File: config.mk
export PLATFORM = sky130hd
export DESIGN_NAME = thermal_throttle_ctrl
export DESIGN_NICKNAME = d
export VERILOG_FILES = /design/src/rtl/tmc_pkg.sv /design/src/rtl/tmc_sample_timer.sv /design/src/rtl/tmc_hot_detect.sv /design/src/rtl/tmc_scale_ctrl.sv /design/src/rtl/tmc_sat_counter.sv /design/src/rtl/thermal_throttle_ctrl.sv
export SDC_FILE = /design/constraint.sdc
export NUM_CORES = 1
export LEC_CHECK = 0
export BUFFER_PORTS_ARGS = -buffer_cell sky130_fd_sc_hd__buf_2
export CAP_MARGIN = 20
export CELL_PAD_IN_SITES_DETAIL_PLACEMENT = 0
export CELL_PAD_IN_SITES_GLOBAL_PLACEMENT = 2
export CORE_UTILIZATION = 32
export DETAILED_ROUTE_END_ITERATION = 10
export GPL_TIMING_DRIVEN = 0
export PLACE_DENSITY = 0.79
export SLEW_MARGIN = 20
export SYNTH_ARGS = -nofsm -noshare
export SYNTH_HDL_FRONTEND = slang
export SYNTH_SLANG_ARGS = --single-unit
File: constraint.sdc
create_clock -name clk -period 3.9 [get_ports clk]
set_clock_uncertainty 0.2 [all_clocks]
set_input_delay 0.78 -clock clk [delete_from_list [all_inputs] [get_ports clk]]
set_output_delay 0.78 -clock clk [all_outputs]
set_load 0.05 [all_outputs]
File: src/rtl/tmc_pkg.sv
// Shared types for the thermal throttle controller.
// Assumes: policy code values are fixed by the top-level port contract.
package tmc_pkg;

    typedef enum logic [1:0] {
        POL_CLK_GATE   = 2'd0,
        POL_FETCH_GATE = 2'd1,
        POL_CHIP_SCALE = 2'd2,
        POL_UNIT_SCALE = 2'd3
    } policy_e;

endpackage

File: src/rtl/tmc_sample_timer.sv
// Sample timer: produces a one-cycle strobe on every PERIOD-th clock edge
// after reset release. Assumes PERIOD >= 2.
module tmc_sample_timer #(
    parameter int unsigned PERIOD = 25000,
    localparam int unsigned TW = $clog2(PERIOD)
) (
    input  logic clk,
    input  logic rst_n,
    output logic strobe
);

    logic [TW-1:0] cnt_q;

    // Boundary is the edge at which the count sits on its last value.
    assign strobe = (cnt_q == TW'(PERIOD - 1));

    // Free-running window counter, wraps on the boundary.
    always_ff @(posedge clk) begin
        if (!rst_n)      cnt_q <= '0;
        else if (strobe) cnt_q <= '0;
        else             cnt_q <= cnt_q + TW'(1);
    end

    // window restarts right after every boundary
    p_wrap_r2: assert property (@(posedge clk) disable iff (!rst_n)
        strobe |=> (cnt_q == '0));

    // count never leaves the window range
    p_range_r2: assert property (@(posedge clk) disable iff (!rst_n)
        (cnt_q <= TW'(PERIOD - 1)));

endmodule

File: src/rtl/tmc_hot_detect.sv
// Hot detector: compares each unit reading against the threshold
// (strictly greater counts as hot). Purely combinational.
// Assumes readings are unsigned whole degrees packed unit 0 in the low bits.
module tmc_hot_detect #(
    parameter int unsigned N_UNITS = 4,
    parameter int unsigned TEMP_W  = 8
) (
    input  logic [N_UNITS*TEMP_W-1:0] temp_flat,
    input  logic [TEMP_W-1:0]         thresh,
    output logic [N_UNITS-1:0]        hot,
    output logic                      any_hot
);

    // One comparator per sensor.
    for (genvar i = 0; i < N_UNITS; i++) begin : g_cmp
        assign hot[i] = (temp_flat[i*TEMP_W +: TEMP_W] > thresh);
    end

    // Any unit over threshold.
    assign any_hot = |hot;

endmodule

File: src/rtl/tmc_scale_ctrl.sv
// Scale-state controller: holds the chip-wide and per-unit reduced-mode
// flags and the resynchronization stall. A change is only applied on a
// boundary with no stall running; applying it starts a RESYNC-cycle stall.
// Assumes targets are valid at the strobe edge.
module tmc_scale_ctrl #(
    parameter int unsigned N_UNITS = 4,
    parameter int unsigned RESYNC  = 3000,
    localparam int unsigned SW = $clog2(RESYNC + 1)
) (
    input  logic               clk,
    input  logic               rst_n,
    input  logic               strobe,
    input  logic               chip_tgt,
    input  logic [N_UNITS-1:0] unit_tgt,
    output logic               chip_scale,
    output logic [N_UNITS-1:0] unit_scale,
    output logic               stall
);

    logic               chip_q;
    logic [N_UNITS-1:0] unit_q;
    logic [SW-1:0]      stall_cnt_q;
    logic               want_change;
    logic               apply;

    // Detect a pending difference between target and current state.
    always_comb begin
        want_change = (chip_tgt != chip_q) || (unit_tgt != unit_q);
        apply       = strobe && want_change && (stall_cnt_q == '0);
    end

    // Scale state and stall countdown.
    always_ff @(posedge clk) begin
        if (!rst_n) begin
            chip_q      <= 1'b0;
            unit_q      <= '0;
            stall_cnt_q <= '0;
        end else if (apply) begin
            chip_q      <= chip_tgt;
            unit_q      <= unit_tgt;
            stall_cnt_q <= SW'(RESYNC);
        end else if (stall_cnt_q != '0) begin
            stall_cnt_q <= stall_cnt_q - SW'(1);
        end
    end

    assign chip_scale = chip_q;
    assign unit_scale = unit_q;
    assign stall      = (stall_cnt_q != '0);

    // any scale-state change coincides with a freshly loaded stall
    p_change_stalls_r8: assert property (@(posedge clk) disable iff (!rst_n)
        ((chip_q != $past(chip_q)) || (unit_q != $past(unit_q)))
        |-> (stall_cnt_q == SW'(RESYNC)));

    // a boundary inside a stall leaves the scale state untouched
    p_hold_in_stall_r9: assert property (@(posedge clk) disable iff (!rst_n)
        (strobe && stall) |=> ($stable(chip_q) && $stable(unit_q)));

    // the countdown never exceeds its load value
    p_stall_bound_r8: assert property (@(posedge clk) disable iff (!rst_n)
        (stall_cnt_q <= SW'(RESYNC)));

endmodule

File: src/rtl/tmc_sat_counter.sv
// Saturating event counter: counts cycles with inc high, sticks at all ones.
// Assumes inc is a registered or otherwise glitch-free level.
module tmc_sat_counter #(
    parameter int unsigned W = 32
) (
    input  logic         clk,
    input  logic         rst_n,
    input  logic         inc,
    output logic [W-1:0] count
);

    // Increment until the counter is full.
    always_ff @(posedge clk) begin
        if (!rst_n)                     count <= '0;
        else if (inc && (count != '1))  count <= count + W'(1);
    end

    // a full counter stays full
    p_saturate_r11: assert property (@(posedge clk) disable iff (!rst_n)
        (count == '1) |=> (count == '1));

endmodule

File: src/rtl/thermal_throttle_ctrl.sv
// Thermal throttle controller top. Samples per-unit temperatures once per
// window and, depending on the selected policy, gates the global clock,
// gates one stage's fetch, or drives chip-wide / per-unit reduced-mode
// flags with a chip-wide resynchronization stall on every scale change.
// Assumes temperatures are stable at each boundary edge and that the
// clock driving this block is not itself gated by clk_en.
module thermal_throttle_ctrl
    import tmc_pkg::*;
#(
    parameter int unsigned N_UNITS        = 4,
    parameter int unsigned TEMP_W         = 8,
    parameter int unsigned N_STAGES       = 2,
    parameter int unsigned SAMPLE_PERIOD  = 25000,
    parameter int unsigned RESYNC_CYCLES  = 3000,
    parameter int unsigned DEFAULT_THRESH = 97,
    parameter int unsigned CNT_W          = 32,
    localparam int unsigned STAGE_W = (N_STAGES > 1) ? $clog2(N_STAGES) : 1
) (
    input  logic                      clk,
    input  logic                      rst_n,
    input  logic [1:0]                policy_sel,
    input  logic [STAGE_W-1:0]        fetch_stage_sel,
    input  logic                      thresh_wr,
    input  logic [TEMP_W-1:0]         thresh_wdata,
    input  logic [N_UNITS*TEMP_W-1:0] temp_flat,
    output logic                      clk_en,
    output logic [N_STAGES-1:0]       fetch_en,
    output logic                      chip_scale,
    output logic [N_UNITS-1:0]        unit_scale,
    output logic                      resync_stall,
    output logic [CNT_W-1:0]          throttle_cycles,
    output logic [CNT_W-1:0]          stall_cycles
);

    policy_e               pol;
    logic                  strobe;
    logic [TEMP_W-1:0]     thresh_q;
    logic [N_UNITS-1:0]    hot;
    logic                  any_hot;
    logic                  gate_q;
    logic [N_STAGES-1:0]   fetch_gate_q;
    logic [N_STAGES-1:0]   fetch_gate_d;
    logic                  chip_tgt;
    logic [N_UNITS-1:0]    unit_tgt;
    logic                  throttling;

    assign pol = policy_e'(policy_sel);

    // Programmable threshold register.
    always_ff @(posedge clk) begin
        if (!rst_n)         thresh_q <= TEMP_W'(DEFAULT_THRESH);
        else if (thresh_wr) thresh_q <= thresh_wdata;
    end

    tmc_sample_timer #(.PERIOD(SAMPLE_PERIOD)) u_timer (
        .clk    (clk),
        .rst_n  (rst_n),
        .strobe (strobe)
    );

    tmc_hot_detect #(.N_UNITS(N_UNITS), .TEMP_W(TEMP_W)) u_hot (
        .temp_flat (temp_flat),
        .thresh    (thresh_q),
        .hot       (hot),
        .any_hot   (any_hot)
    );

    // Per-stage fetch-gate request: only the selected stage under fetch policy.
    for (genvar s = 0; s < N_STAGES; s++) begin : g_fetch
        assign fetch_gate_d[s] = (pol == POL_FETCH_GATE) && any_hot
                                 && (fetch_stage_sel == STAGE_W'(s));
    end

    // Gating decisions, registered on boundaries only.
    always_ff @(posedge clk) begin
        if (!rst_n) begin
            gate_q       <= 1'b0;
            fetch_gate_q <= '0;
        end else if (strobe) begin
            gate_q       <= (pol == POL_CLK_GATE) && any_hot;
            fetch_gate_q <= fetch_gate_d;
        end
    end

    // Scale targets for the active policy; other policies target full speed.
    always_comb begin
        chip_tgt = (pol == POL_CHIP_SCALE) && any_hot;
        unit_tgt = (pol == POL_UNIT_SCALE) ? hot : '0;
    end

    tmc_scale_ctrl #(.N_UNITS(N_UNITS), .RESYNC(RESYNC_CYCLES)) u_scale (
        .clk        (clk),
        .rst_n      (rst_n),
        .strobe     (strobe),
        .chip_tgt   (chip_tgt),
        .unit_tgt   (unit_tgt),
        .chip_scale (chip_scale),
        .unit_scale (unit_scale),
        .stall      (resync_stall)
    );

    assign clk_en   = ~gate_q;
    assign fetch_en = ~fetch_gate_q;

    // Any throttle in force this cycle.
    assign throttling = gate_q | (|fetch_gate_q) | chip_scale | (|unit_scale);

    tmc_sat_counter #(.W(CNT_W)) u_thr_cnt (
        .clk   (clk),
        .rst_n (rst_n),
        .inc   (throttling),
        .count (throttle_cycles)
    );

    tmc_sat_counter #(.W(CNT_W)) u_stall_cnt (
        .clk   (clk),
        .rst_n (rst_n),
        .inc   (resync_stall),
        .count (stall_cycles)
    );

    // decision outputs hold between boundaries
    p_quiet_between_r2: assert property (@(posedge clk) disable iff (!rst_n)
        !strobe |=> ($stable(clk_en) && $stable(fetch_en)
                     && $stable(chip_scale) && $stable(unit_scale)));

    // clock enable is restored by any boundary under a non-gating policy
    p_gate_only_r4: assert property (@(posedge clk) disable iff (!rst_n)
        (strobe && (pol != POL_CLK_GATE)) |=> clk_en);

    // at most one stage has its fetch disabled
    p_one_stage_r5: assert property (@(posedge clk) disable iff (!rst_n)
        $onehot0(~fetch_en));

    // chip-wide and per-unit scaling never coexist
    p_scale_excl_r7: assert property (@(posedge clk) disable iff (!rst_n)
        !(chip_scale && (|unit_scale)));

endmodule

==> impl_metrics.json <==
{
  "cts_buffer_depth": 2,
  "grt_pass1_vias": 4897,
  "cts_root_buf": "clkbuf_16",
  "port_buffers": 116,
  "place_ws_ns": 0.431,
  "worstPathCellList": "buf_2 > ha_1 > nand4_2 > or2_1 > a222oi_1 > o221a_1 > a311o_2 > mux2i_2 > nor2_1 > o31ai_1",
  "synth_nets": 749,
  "violations": "design-rule violations",
  "synth-edff-count": 0,
  "yosys.area.top_type_share": 0.381,
  "final_util": 0.393,
  "crit_path_start_kind": "input pin",
  "place.detailed.hpwl_mm": 11.7,
  "grt_antenna_before_repair": 0,
  "synth_top_cells_by_area": "dfxtp_1 (38%), ha_1 (8.2%), nor2_1 (6.5%)",
  "maxCapViolCount": 0,
  "worstHoldPathType": "reg -> reg",
  "dr.pass1.iters": 7,
  "ir_drop_v": 0.000197,
  "ctsHtreeMaxLevel": 3,
  "die-area_mm2": 0.0181,
  "nets": 876,
  "post_cts_buffers": 0,
  "ioPinCount": 119,
  "fmax_mhz": 320,
  "synth-seq-area-share": 0.381,
  "die_h_um": 135,
  "crit_required_ns": 3.96,
  "cts_made_buffers": 9,
  "whs_ns": 0.260,
  "grt_pass1_wl_mm": 24.5,
  "final-hold-violation-count": 0,
  "ctsHoldBuffers": 0,
  "ant_nets": 0,
  "path_buf_inv": 1,
  "drt_wl_total_mm": 15.0,
  "yosysMostFrequentCell": "dfxtp_1",
  "track_usage": 0.173,
  "ys.flop_type": "dfxtp_1",
  "insertion_delay_ns": 0.36,
  "wire_per_inst_um": 14.7,
  "yosys.area.top_type": "dfxtp_1",
  "via_per_inst": 4.91,
  "setup_viol": 0,
  "dp.cells": 1007,
  "ys_warn_count": 0,
  "avgSynthCellArea_um2": 8.45,
  "slew-limit-headroom": 0.453,
  "leakagePower_nw": 2.87,
  "initial_core_util": 0.326,
  "clk_pin_slew_ns": 0.07,
  "slew_viol_final": 0,
  "period_minus_slack_ns": 3.12,
  "netlist_area_mm2": 0.00563,
  "ys_ff_latch": 107,
  "crit_family": "compound AO/OA/AOI/OAI gates",
  "cts_tree": "yes",
  "cts.sinks": 107,
  "grt_max_degree": 19,
  "drt_iter0_drc": 181,
  "endpoint_kind": "flip-flop",
  "cpMaxStageDelayCell": "mux2i_2",
  "yosys-top-cells-count": "dfxtp_1 (107), nor2_1 (97), nand2_1 (60)",
  "status": "finished, violations left",
  "worst_slack_ns": 0.778,
  "rrSetupSlack_ns": 0.82,
  "drive_above_1_share": 0.193,
  "min_period_over_period": 0.801,
  "diodes": 0,
  "critPathKind": "in -> reg",
  "ctsResizeCount": 0,
  "drc": 1,
  "die_x_um": 135,
  "rsz0062_at_grt": "false",
  "postSynthCellCount": 666,
  "cp_slowest_stage_delay_ns": 0.39,
  "finalSetupTns_ns": 0,
  "core_region_area_mm2": 0.0172,
  "syn_to_final_growth_pct": 20.4,
  "crit_arrival_ns": 3.18,
  "vias": 5018,
  "path_max_fanout": 7,
  "synth_cell_types": 55,
  "place.gp.congestion": 0.808,
  "tightestPinTransition_ns": 0.814,
  "overflow": 0,
  "p_per_area_mw_per_mm2": 418,
  "instances_no_fill": 1023,
  "rows": 48,
  "async_flop_share": 0
}
## kinds of logic (layout without fill, tap and decap cells)
kind of cell             Yosys count  count (layout)  share of synthesized area
XOR/XNOR                          72              72                      0.112
AO/OA/AOI/OAI                     80              80                     0.0876
AND/OR/NAND/NOR                  313             313                      0.287
buffers and inverters             48             180                     0.0336
multiplexers                       9               9                     0.0167
flip-flops                       107             107                      0.381
adder cells (fa/ha/maj)           37              37                     0.0823
## cells in the final DEF, fill, tap and decap left out, types with 6 or more instances in the layout
cell type,n
xor2_1,40
and3_1,16
nor3_1,16
a21oi_1,31
dfxtp_1,107
nand2b_1,6
nor4_1,7
inv_1,32
mux2i_1,8
nand4_1,19
nand2_1,60
o211ai_1,6
or3_1,16
and2_1,8
ha_1,37
nor2_1,97
clkbuf_1,10
buf_2,117
o21ai_0,20
and4_1,9
clkbuf_16,9
nand3_1,33
xnor2_1,32
## through the flow
| step | cell area [um^2] | power, mW |
|---|---|---|
| 3_5_place_dp | 6490 | 1.96 |
| 2_1_floorplan | 5630 | 1.77 |
| 6_report | 6780 | 2.83 |
| 4_1_cts | 6780 | 2.88 |
| 3_3_place_gp | 6490 | 1.94 |
| 5_1_grt | 6780 | 3.02 |
## state kept, by name, summed over array words and instances (netlist names)
signal,count
u_timer.cnt_q,15
u_scale.stall_cnt_q,12
u_scale.chip_scale,1
thresh_q,8
fetch_gate_q,2
u_scale.unit_scale,4
u_stall_cnt.count,32
gate_q,1
u_thr_cnt.count,32
## area by class of cell
cell class | count | area (um^2)
Clock inverter | 5 | 43.8
Tap cell | 225 | 282
Timing Repair Buffer | 116 | 581
Fill cell | 1781 | 10500
Buffer | 16 | 68.8
Sequential cell | 107 | 2140
Multi-Input combinational cell | 511 | 3300
Inverter | 32 | 120
Clock buffer | 11 | 243
## routing by layer
| layer | part of all wire | vias to the layer above | track usage |
|---|---|---|---|
| li1 | - | 2564 | - |
| met5 | 0 | - | 0 |
| met4 | 0.015 | 0 | 0.0574 |
| met2 | 0.47 | 105 | 0.294 |
| met1 | 0.47 | 2335 | 0.214 |
| met3 | 0.050 | 14 | 0.0402 |
## where the power goes
part | switching [mW] | internal (mW)
clock | 0.438 | 0.460
sequential | 0.0819 | 1.17
combinational | 0.417 | 0.258
## worst paths after layout
path                               startpoint                                 end  cells after the start
setup / recovery                 temp_flat[7]  u_scale.unit_scale[2]$_SDFFE_PN0P_                     10
hold / removal    u_timer.cnt_q[0]$_SDFF_PP0_         u_timer.cnt_q[0]$_SDFF_PP0_                      1
setup reg to reg     thresh_q[7]$_SDFFE_PN0P_  u_scale.unit_scale[2]$_SDFFE_PN0P_                     10
hold reg to reg   u_timer.cnt_q[0]$_SDFF_PP0_         u_timer.cnt_q[0]$_SDFF_PP0_                      1
## worst reg2reg max path: stages (launching register included)
cell and delay, ns:
dfxtp_1 0.34, inv_1 0.11, ha_1 0.35, nand4_2 0.17
or2_1 0.28, a222oi_1 0.27, o221a_1 0.25, a311o_2 0.24
mux2i_2 0.39, nor2_1 0.14, o31ai_1 0.24
Power figures use the tool's default switching activity.
